`config.mk`:
```
export PLATFORM = sky130hd
export DESIGN_NAME = tx_char_unpacker
export DESIGN_NICKNAME = d
export VERILOG_FILES = /design/src/rtl/tx_char_unpacker.sv
export SDC_FILE = /design/constraint.sdc
export NUM_CORES = 1
export LEC_CHECK = 0
export BUFFER_PORTS_ARGS = -buffer_cell sky130_fd_sc_hd__buf_4
export CAP_MARGIN = 20
export CORE_MARGIN = 4
export CORE_UTILIZATION = 55
export CTS_CLUSTER_DIAMETER = 40
export DETAILED_ROUTE_END_ITERATION = 10
export HOLD_SLACK_MARGIN = 0.1
export PLACE_DENSITY = 0.85
export SYNTH_ARGS = -nofsm -noshare
export SYNTH_HDL_FRONTEND = slang
export SYNTH_SLANG_ARGS = --single-unit
export TNS_END_PERCENT = 10
```
`constraint.sdc`:
```
create_clock -name clk -period 5.85 [get_ports clk]
set_input_delay 0.2925 -clock clk [delete_from_list [all_inputs] [get_ports clk]]
set_output_delay 0.2925 -clock clk [all_outputs]
set_load 0.005 [all_outputs]
```
`src/rtl/tx_char_unpacker.sv`:
```
module tx_char_unpacker #(
  parameter int AW = 16,
  parameter int LW = 16
) (
  input  logic          clk,
  input  logic          rst_n,
  input  logic          start,
  input  logic [AW-1:0] desc_ptr,
  input  logic [LW-1:0] desc_len,
  input  logic          desc_last,
  input  logic [4:0]    char_width,
  output logic          mem_req,
  output logic [AW-1:0] mem_addr,
  input  logic          mem_ack,
  input  logic [7:0]    mem_rdata,
  output logic          ch_valid,
  input  logic          ch_ready,
  output logic [15:0]   ch_data,
  output logic          ch_last,
  output logic          busy,
  output logic          buf_done,
  output logic          buf_last,
  output logic          desc_err
);

  typedef enum logic [1:0] {S_IDLE, S_FETCH, S_SEND} state_t;
  state_t state;

  logic [AW-1:0] addr_q;
  logic [LW-1:0] rem_q;
  logic          wide_q, lastf_q, hi_q, clast_q;
  logic [4:0]    cw_q;
  logic [7:0]    hi_byte_q;
  logic [15:0]   data_q;
  logic          done_q, blast_q, err_q;

  wire        take     = start && state == S_IDLE;
  wire        bad_w    = char_width < 5'd5 || char_width > 5'd16;
  wire        wide_in  = char_width > 5'd8;
  wire        bad_al   = wide_in && (desc_len[0] || desc_ptr[0]);
  wire        got      = state == S_FETCH && mem_ack;
  wire [15:0] mask     = 16'((17'd1 << cw_q) - 17'd1);
  wire [15:0] raw      = wide_q ? {hi_byte_q, mem_rdata} : {8'h00, mem_rdata};

  assign mem_req  = state == S_FETCH;
  assign mem_addr = addr_q;
  assign ch_valid = state == S_SEND;
  assign ch_data  = data_q;
  assign ch_last  = clast_q;
  assign busy     = state != S_IDLE;
  assign buf_done = done_q;
  assign buf_last = blast_q;
  assign desc_err = err_q;

  always_ff @(posedge clk) begin
    if (!rst_n) begin
      state     <= S_IDLE;
      addr_q    <= '0;
      rem_q     <= '0;
      wide_q    <= 1'b0;
      lastf_q   <= 1'b0;
      hi_q      <= 1'b0;
      clast_q   <= 1'b0;
      cw_q      <= 5'd8;
      hi_byte_q <= '0;
      data_q    <= '0;
      done_q    <= 1'b0;
      blast_q   <= 1'b0;
      err_q     <= 1'b0;
    end else begin
      done_q  <= 1'b0;
      blast_q <= 1'b0;
      err_q   <= 1'b0;
      case (state)
        S_IDLE: if (take) begin
          if (bad_w || bad_al) begin
            err_q <= 1'b1;
          end else if (desc_len == '0) begin
            done_q  <= 1'b1;
            blast_q <= desc_last;
          end else begin
            state   <= S_FETCH;
            addr_q  <= desc_ptr;
            rem_q   <= desc_len;
            wide_q  <= wide_in;
            lastf_q <= desc_last;
            cw_q    <= char_width;
            hi_q    <= 1'b0;
          end
        end
        S_FETCH: if (got) begin
          addr_q <= addr_q + 1'b1;
          rem_q  <= rem_q - 1'b1;
          if (wide_q && !hi_q) begin
            hi_byte_q <= mem_rdata;
            hi_q      <= 1'b1;
          end else begin
            data_q  <= raw & mask;
            hi_q    <= 1'b0;
            clast_q <= rem_q == LW'(1);
            state   <= S_SEND;
          end
        end
        S_SEND: if (ch_ready) begin
          if (clast_q) begin
            state   <= S_IDLE;
            done_q  <= 1'b1;
            blast_q <= lastf_q;
          end else begin
            state <= S_FETCH;
          end
        end
        default: state <= S_IDLE;
      endcase
    end
  end

  p_idle_quiet_r1: assert property (@(posedge clk) disable iff (!rst_n)
    !busy |-> !mem_req && !ch_valid);

  p_mask_r4: assert property (@(posedge clk) disable iff (!rst_n)
    ch_valid |-> (ch_data & ~mask) == 16'h0);

  p_err_quiet_r5: assert property (@(posedge clk) disable iff (!rst_n)
    desc_err |-> !busy && !buf_done);

  p_done_quiet_r9: assert property (@(posedge clk) disable iff (!rst_n)
    buf_done |-> !ch_valid && !mem_req);

  p_last_with_done_r9: assert property (@(posedge clk) disable iff (!rst_n)
    buf_last |-> buf_done);

  p_hold_r10: assert property (@(posedge clk) disable iff (!rst_n)
    ch_valid && !ch_ready |=> ch_valid && $stable(ch_data) && $stable(ch_last));

  p_addr_hold_r12: assert property (@(posedge clk) disable iff (!rst_n)
    mem_req && !mem_ack |=> mem_req && $stable(mem_addr));

endmodule

```
After elaboration in Yosys (flattened, before gate mapping)
Cells that the tools add are included.
Operators by class
  muxes and demuxes: 38
  $add $sub $neg: 3
  $lt $le $gt $ge: 3
  bitwise operators: 4
  shift-type cells: 1
  reductions and logical operators: 18
  equal/unequal tests: 9
Operators with widths (count)
  $mux 16: 9
  $pmux 16 s2: 2
  $sub 16x1->16 const B: 2
  $mux 1: 17
  $add 16x1->16 const B: 1
  $and 16x16->16: 1
  $eq 16x1->1 const B: 1
  $logic_not 16->1: 1
  $shl 1x5->16 const A: 1
  $mux 2: 6
  $reduce_and 3->1: 3
  $ne 2x2->1 const B: 4
  $pmux 1 s2: 3
  $pmux 2 s3: 1
  $reduce_and 6->1: 1
  $gt 5x4->1 const B: 1
  $gt 5x5->1 const B: 1
  $lt 5x3->1 const B: 1
  $reduce_and 5->1: 1
  $logic_and 1x1->1: 4
  $ne 2x1->1 const B: 2
  $reduce_and 4->1: 1
  $reduce_bool 2->1: 2
  $logic_or 1x1->1: 3
  other kinds (5): 7
Word-level totals
  logic and storage cells: 89
  output and inout port bits: 39
  input bits: 51
  register bits after elaboration: 70

Logic depth before layout (Yosys ltp)
Gate-level depths: netlist (run 1).
  depth in word-level cells: 6
  depth in mapped cells: 9
  gate-level depth less buffers: 8

Worst setup path after synthesis (run 1)
Ideal clock, no wire load.
  path type: reg-to-reg
  start: register rem_q[7]
  end: register rem_q[15]
  data arrival time: 1816 ps
  slack: 3903 ps
  library setup time: 131 ps
  period minus slack after synthesis: 1947 ps
  stages on the path, launching flop included: 6
  buffers on the path: 1
  data required time: 5719 ps
  cell sequence: dfxtp_1 or4_1 clkbuf_2 or4_4 o31ai_1 o22ai_2
On the way
  cells in the longest elaborated chain, start to end: 3
RTL lines
  start, declared: RTL line 30  | logic [LW-1:0] rem_q;
  start signal, assigned: RTL line 84  | rem_q <= desc_len;
  start signal, assigned: RTL line 93  | rem_q <= rem_q - 1'b1;
  $sub 16x1->16: RTL line 93
  $mux 16: RTL line 91  | S_FETCH: if (got) begin
  $pmux 16 s2: RTL line 74  | case (state)
No other way between the ends. The select of a mux whose other input is x is not followed.
A chain may end at the register's enable or synchronous reset.

Final worst setup path (run 1)
  start: register state[0]
  end: register addr_q[1] (netlist: mem_addr[1])
On the way
  cells in the longest elaborated chain, start to end: 4
  elaborated cells on any way between the ends: 11
  classes of those cells: eq/ne: 5; mux: 1; reduce/logical: 5
RTL lines
  start, declared: RTL line 27  | state_t state;
  start signal, assigned: RTL line 57  | state <= S_IDLE;
  start signal, assigned: RTL line 82  | state <= S_FETCH;
  start signal, assigned: RTL line 101  | state <= S_SEND;
  $eq 2x1->1 or $logic_not 2->1 (tied branches): RTL line 41, 74, 37
  $logic_and 1x1->1, on equally long branches: RTL line 41, 37
  $ne 2x1->1 (no source line) or $ne 2x2->1 (tied branches)
  $reduce_and 5->1 (no source line)
  end signal, assigned: RTL line 83  | addr_q <= desc_ptr;
  end signal, assigned: RTL line 92  | addr_q <= addr_q + 1'b1;
  end, declared: RTL line 29  | logic [AW-1:0] addr_q;
Several ways; a longest one is shown, not always the timed one.

==> summary.md, run 1 <==
| Metric | Value |
|---|---|
| Status | `finished clean` |
| Worst r2r src | `state[0]$_SDFFE_PN0P_` |
| Overflow after GRT | `0` |
| Post-synth EDFFs | `0` |
| Main synth FF type | `dfxtp_1` |
| Commonest non-fill, non-tap cells in the layout | `buf_4, dfxtp_1, nand2_1` |
| Total track usage | `0.272` |
| Slew HR | `0.356` |
| Skew-Pair Late Insertion Delay | `between 0.3 and 0.4 ns` |
| Post-synth cell types | `60` |
| Hold/Removal Path Class | `input pin to flop` |
| Crit. Startpoint | `state[0]$_SDFFE_PN0P_` |
| Max-slew violation count | `0` |
| Worst path depth | `6` |
| Final period util | `0.480` |
| Core area | `between 6000 and 7000 um^2` |
| Mapped Area | `3610 um^2` |
| Post-synth ARST share | `0` |
| Syn Area/Cell | `around 8.0 um^2` |
| Design area | `about 4500 um^2` |
| I/O Pins | `90` |
| Vias per std cell | `about 6.5` |
| Max VDD drop | `approximately 0.00014 V` |
| Final Util | `0.705` |
| Crit-path max FO | `40` |
| Maximum clock path buffer count | `2` |
| Starting Density | `0.569` |
| Worst EP required | `6.09 ns` |
| Post-route ant nets | `0` |
| First-pass DRT Iterations | `5` |
| Worst Max-Slew Pin Slew | `between 0.9 and 1 ns` |
| # setup viols final | `0` |
| Row Count | `29` |
| YS warnings | `0` |
| Type of origin of the critical path | `flop` |
| H-tree depth | `3` |
| Endpoints failing hold | `0` |
| Layout Area Growth over Synthesis | `23.9%` |
| RSZ-0062 raised after global routing | `false` |
| CTS Buf Count | `9` |
| Post-cts repair resize count | `0` |
| Dpl cell area | `approximately 4300 um^2` |
| Buf+Inv Stages, Crit Path | `2` |
| Seq/Total Area, Yosys | `0.388` |
| Syn nets | `slightly above 500` |
| Die Wd | `roughly 90 um` |
| CP peak stage delay | `0.55 ns` |
| # diodes | `0` |
| Share of cells above drive strength 1 | `0.228` |
| Post-Route WL | `between 10000 and 15000 um` |
| Max cap viols | `0` |
| Nets | `581` |
| Die area | `~7900 um^2` |
| Min Tclk post-route | `between 2 and 3 ns` |
| Worst Setup Path Type | `flop to flop` |
| GPL Wtd Cong | `0.919` |
| Drt wl/cell | `about 17 um` |
| Clock power share | `0.356` |
| Setup crit end kind | `flop` |
| Sequential power share | `0.483` |
| Setup TNS | `0 ns` |
| Top delay family on crit path | `buffers and inverters` |
| Most common cell after layout, fill and taps aside | `buf_4` |
| Via count | `3936` |
| Clk root buf | `clkbuf_8` |
| P_int | `between 0.0007 and 0.0008 W` |
| First-pass GRT wire length | `approximately 17000 um` |
| Logic gate share of total power | `0.161` |
| Crit path cell chain | `nand2b_1, buf_4, clkinv_1, nand2_1, o21ai_0, a311oi_1` |
| FMAX | `between 0.3 and 0.4 GHz` |
| Slowest stage cell, crit path | `clkinv_1` |
| WHS | `~0.19 ns` |
| Die Y | `89.0 um` |
| Largest net degree at the start of global routing | `slightly above 40` |
| WP data arrival | `just over 3 ns` |
| Initial antenna violation count | `0` |
| Synthesized instance count | `roughly 450` |
| Cts hold-fix bufs | `0` |
| Vias in the first global route | `3713` |
| Worst-path clk slew | `0.07 ns` |
| Worst Skew | `between 0.01 and 0.015 ns` |
| Power Total | `0.00107 W` |
| Worst Reg-to-Reg Cells | `6` |
| Net Sw Frac | `0.277` |
| CTS tree | `yes` |
| HP Start | `mem_rdata[0]` |
| Power density over the cells | `roughly 240 nW/um^2` |
| 1st-iter DRT viols | `around 340` |
| Post-CTS Setup Bufs | `0` |
| HPWL after detailed placement | `roughly 7400 um` |
| CTS Sinks | `70` |
| Port Buffers | `89` |
| Net Switching | `roughly 0.00030 W` |
| DRC | `0` |
| Hold Path Depth | `3` |
| Leakage power | `between 1.5 and 2 nW` |
| Synthesized flop and latch total | `70` |
-- cells by family after synthesis --
kind of cell / count (synthesis) / share of synthesized area
AO/OA/AOI/OAI: 157 / 0.287
XOR/XNOR: 1 / 0.00243
adder cells (fa/ha/maj): 4 / 0.0139
buffers and inverters: 38 / 0.0409
flip-flops: 70 / 0.388
multiplexers: 12 / 0.0336
AND/OR/NAND/NOR: 170 / 0.234
-- tightest hold or removal path: stages --
cell,delay [ns]
buf_4,0.09
mux2i_1,0.05
nor2_1,0.07
-- per-stage QoR --
stage               worst slack [ns]  std cells
finish                          3.04        607
global route                    2.84        607
floorplan                       3.90        452
detailed placement              3.20        592
global placement                3.24        592
CTS                             3.12        607
-- cells in the mapped netlist, types with 6 or more instances --
library cell   n  share of area
o31ai_1        9          0.019
inv_1          6         0.0062
nand4_1       11          0.019
nand2b_1       7          0.012
o21ai_0       27          0.037
a31oi_1        6          0.010
dfxtp_1       70           0.39
nor3_1        15          0.021
o22ai_1       24          0.042
clkbuf_1      25          0.026
a32oi_1        7          0.017
nand3_1       25          0.035
a21oi_1       40          0.055
mux2i_1       11          0.030
nor4_1         9          0.016
nor2_1        37          0.038
nand2_1       42          0.044
-- per-layer routing --
layer / share of wire / track usage
met3: 0.087 / 0.0442
met2: 0.48 / 0.447
met1: 0.42 / 0.356
met5: 0 / 0
met4: 0.019 / 0.110
-- final timing paths --
path	to	slack (ns)
min	hi_byte_q[0]$_SDFFE_PN0P_	0.19
max reg2reg	mem_addr[1]$_SDFFE_PN0P_	3.04
max	mem_addr[1]$_SDFFE_PN0P_	3.04
min reg2reg	ch_data[6]$_SDFFE_PN0P_	0.46
-- power by group through the flow --
stage	logic, W	clock network, W	registers [W]
floorplan	0.000105	0	0.000520
global placement	0.000166	0	0.000527
detailed placement	0.000170	0	0.000528
CTS	0.000171	0.000384	0.000517
global route	0.000190	0.000406	0.000521
finish	0.000173	0.000382	0.000518
-- sequential cells by signal, summed over array words and instances (netlist names), 2 cells and up --
register   cells
hi_byte_q      8
ch_data       16
cw_q           5
rem_q         16
mem_addr      16
state          2
-- cell type report --
| cell class | count | area [um^2] |
|---|---|---|
| clock inverters | 5 | 50.0 |
| well taps | 77 | 96.3 |
| inverters | 8 | 30.0 |
| repair buffers | 93 | 698 |
| fillers | 536 | 1870 |
| clock buffers | 10 | 138 |
| multi-input cells | 344 | 2060 |
| flip-flops and latches | 70 | 1400 |
Note: power is estimated with default switching activity, not from simulation.
==> inputs of run 2 (changes only) <==
Settings changed: CORE_UTILIZATION 55 to 53, PLACE_DENSITY 0.85 to 0.83.
Clock period 5.85 ns to 2.9 ns, I/O delays scaled along.
==> summary.md, run 2 (same netlist as run 1, synthesis figures left out) <==
| Metric | Value |
|---|---|
| Status | `finished clean` |
| RSZ-0062 raised after global routing | `false` |
| WP data arrival | `roughly 2.8 ns` |
| Layout Area Growth over Synthesis | `33.5%` |
| R2r endpoint | `ch_data[8]$_SDFFE_PN0P_` |
| Most common cell after layout, fill and taps aside | `buf_4` |
| Max VDD drop | `0.000385 V` |
| Row Count | `29` |
| Total track usage | `0.268` |
| Die area | `8200 um^2` |
| Max-slew violation count | `0` |
| Skew-Pair Late Insertion Delay | `0.36 ns` |
| Drt wl/cell | `between 15 and 20 um` |
| Clk root buf | `clkbuf_8` |
| Power density over the cells | `between 400 and 500 nW/um^2` |
| Nets | `between 600 and 700` |
| Leakage power | `~1.9 nW` |
| Vias in the first global route | `approximately 3800` |
| Maximum clock path buffer count | `2` |
| R2r setup slk | `around 0.44 ns` |
| Min Tclk post-route | `around 2.5 ns` |
| CTS Sinks | `70` |
| Worst r2r src | `cw_q[3]$_SDFFE_PN1P_` |
| CTS Buf Count | `9` |
| Setup crit end kind | `flop` |
| Vias per std cell | `6.32` |
| Initial antenna violation count | `0` |
| Worst Skew | `approximately 0.0085 ns` |
| Worst Setup Path Type | `flop to flop` |
| Starting Density | `0.556` |
| Post-route insts no fill | `641` |
| Register area | `1400 um^2` |
| Die Wd | `90.5 um` |
| Post-cts repair resize count | `0` |
| DRC | `0` |
| Post-Route WL | `about 11000 um` |
| Type of origin of the critical path | `flop` |
| Final period util | `0.847` |
| Multi-input logic area | `around 2100 um^2` |
| FMAX | `between 0.4 and 0.5 GHz` |
| GPL Wtd Cong | `0.863` |
| First-pass GRT wire length | `approximately 18000 um` |
| Setup TNS | `0 ns` |
| Port Buffers | `89` |
| Max cap viols | `0` |
| 1st-iter DRT viols | `395` |
| Hold/Removal Path Class | `input pin to flop` |
| HPWL after detailed placement | `about 7400 um` |
| Post-route ant nets | `0` |
| Overflow after GRT | `0` |
| Worst Reg-to-Reg Cells | `8` |
| Placed cell count | `between 500 and 600` |
| Largest net degree at the start of global routing | `40` |
| Worst Max-Slew Pin Slew | `between 0.7 and 0.8 ns` |
| Die Y | `roughly 91 um` |
| Slew HR | `0.525` |
| Worst-path clk slew | `around 0.08 ns` |
| Endpoints failing hold | `0` |
| Via count | `slightly above 4000` |
| Core area | `6490 um^2` |
| CTS tree | `yes` |
| Crit. Startpoint | `cw_q[3]$_SDFFE_PN1P_` |
| Filler cells | `481` |
| Share of cells above drive strength 1 | `0.226` |
| Worst EP required | `3.20 ns` |
| Crit-path max FO | `16` |
| First-pass DRT Iterations | `5` |
| Worst setup endpoint | `ch_data[8]$_SDFFE_PN0P_` |
| Post-CTS Setup Bufs | `0` |
| I/O Pins | `90` |
| # setup viols final | `0` |
| Commonest non-fill, non-tap cells in the layout | `buf_4, dfxtp_1, nand2_1` |
| H-tree depth | `3` |
## run 2: cell types whose count changed in the layout (fill, tap and decap cells not counted)
cell / delta
clkinvlp_4: +2
clkinv_2: -2
diode_2: +1
dlygate4sd3_1: +27
bufinv_16: +1
buf_4: +5
## run 2: repair_timing
action	in CTS	in global routing
endpoints found under the setup margin	0	0
hold buffers	26	1
hold endpoints to repair	36	1
## run 2: area by class of cell
cell class              instances  area share
well taps                      77      0.0200
clock inverters                 6      0.0176
diodes                          1    0.000519
flip-flops and latches         70       0.291
inverters                       8     0.00623
multi-input cells             344       0.428
repair buffers                125       0.209
clock buffers                  10      0.0285
## run 2: worst min-delay path by stage
stage / depth (start not counted) / startpoint / to / slack (ns)
after floorplan: 2 / mem_rdata[0] / hi_byte_q[0]$_SDFFE_PN0P_ / 0.29
after global placement: 3 / mem_rdata[4] / hi_byte_q[4]$_SDFFE_PN0P_ / 0.39
after detailed placement: 3 / mem_rdata[4] / hi_byte_q[4]$_SDFFE_PN0P_ / 0.40
after CTS: 3 / desc_len[9] / rem_q[9]$_SDFFE_PN0P_ / 0.10
after global routing: 3 / desc_len[5] / rem_q[5]$_SDFFE_PN0P_ / 0.13
final: 3 / desc_len[10] / rem_q[10]$_SDFFE_PN0P_ / 0.11
## run 2: per-stage QoR
step / total power [W] / instance area [um^2] / setup WS, ns / hold slack (ns) / utilization
2_1_floorplan: 0.00126 / 3610 / 0.953 / 0.289 / -
3_3_place_gp: 0.00140 / 4330 / 0.596 / 0.387 / 0.666
3_5_place_dp: 0.00141 / 4330 / 0.529 / 0.397 / 0.666
4_1_cts: 0.00232 / 4810 / 0.498 / 0.101 / 0.740
5_1_grt: 0.00241 / 4820 / 0.144 / 0.135 / 0.742
6_report: 0.00232 / 4820 / 0.444 / 0.114 / 0.742
## run 2: metal layers
metal	global-route usage	part of all wire	wire [um]	up-vias
met3	0.0683	0.075	825	22
met4	0.0880	0.014	157	0
met5	0	0	0	-
met2	0.432	0.48	5310	165
li1	-	-	-	1936
met1	0.348	0.43	4690	1927
## run 2: critical path: stages, from the launching register on
cell and delay (ns):
dfxtp_1 0.47, nor3_1 0.45, nand2_1 0.15, ha_1 0.38, nor3_1 0.37, mux2_2 0.23, a22o_1 0.13, a32oi_1 0.10
nor2_1 0.11
## run 2: power breakdown
part	switching, W	internal [W]
registers	0.0000465	0.000996
clock network	0.000390	0.000504
logic	0.000197	0.000188
total	0.000633	0.00169
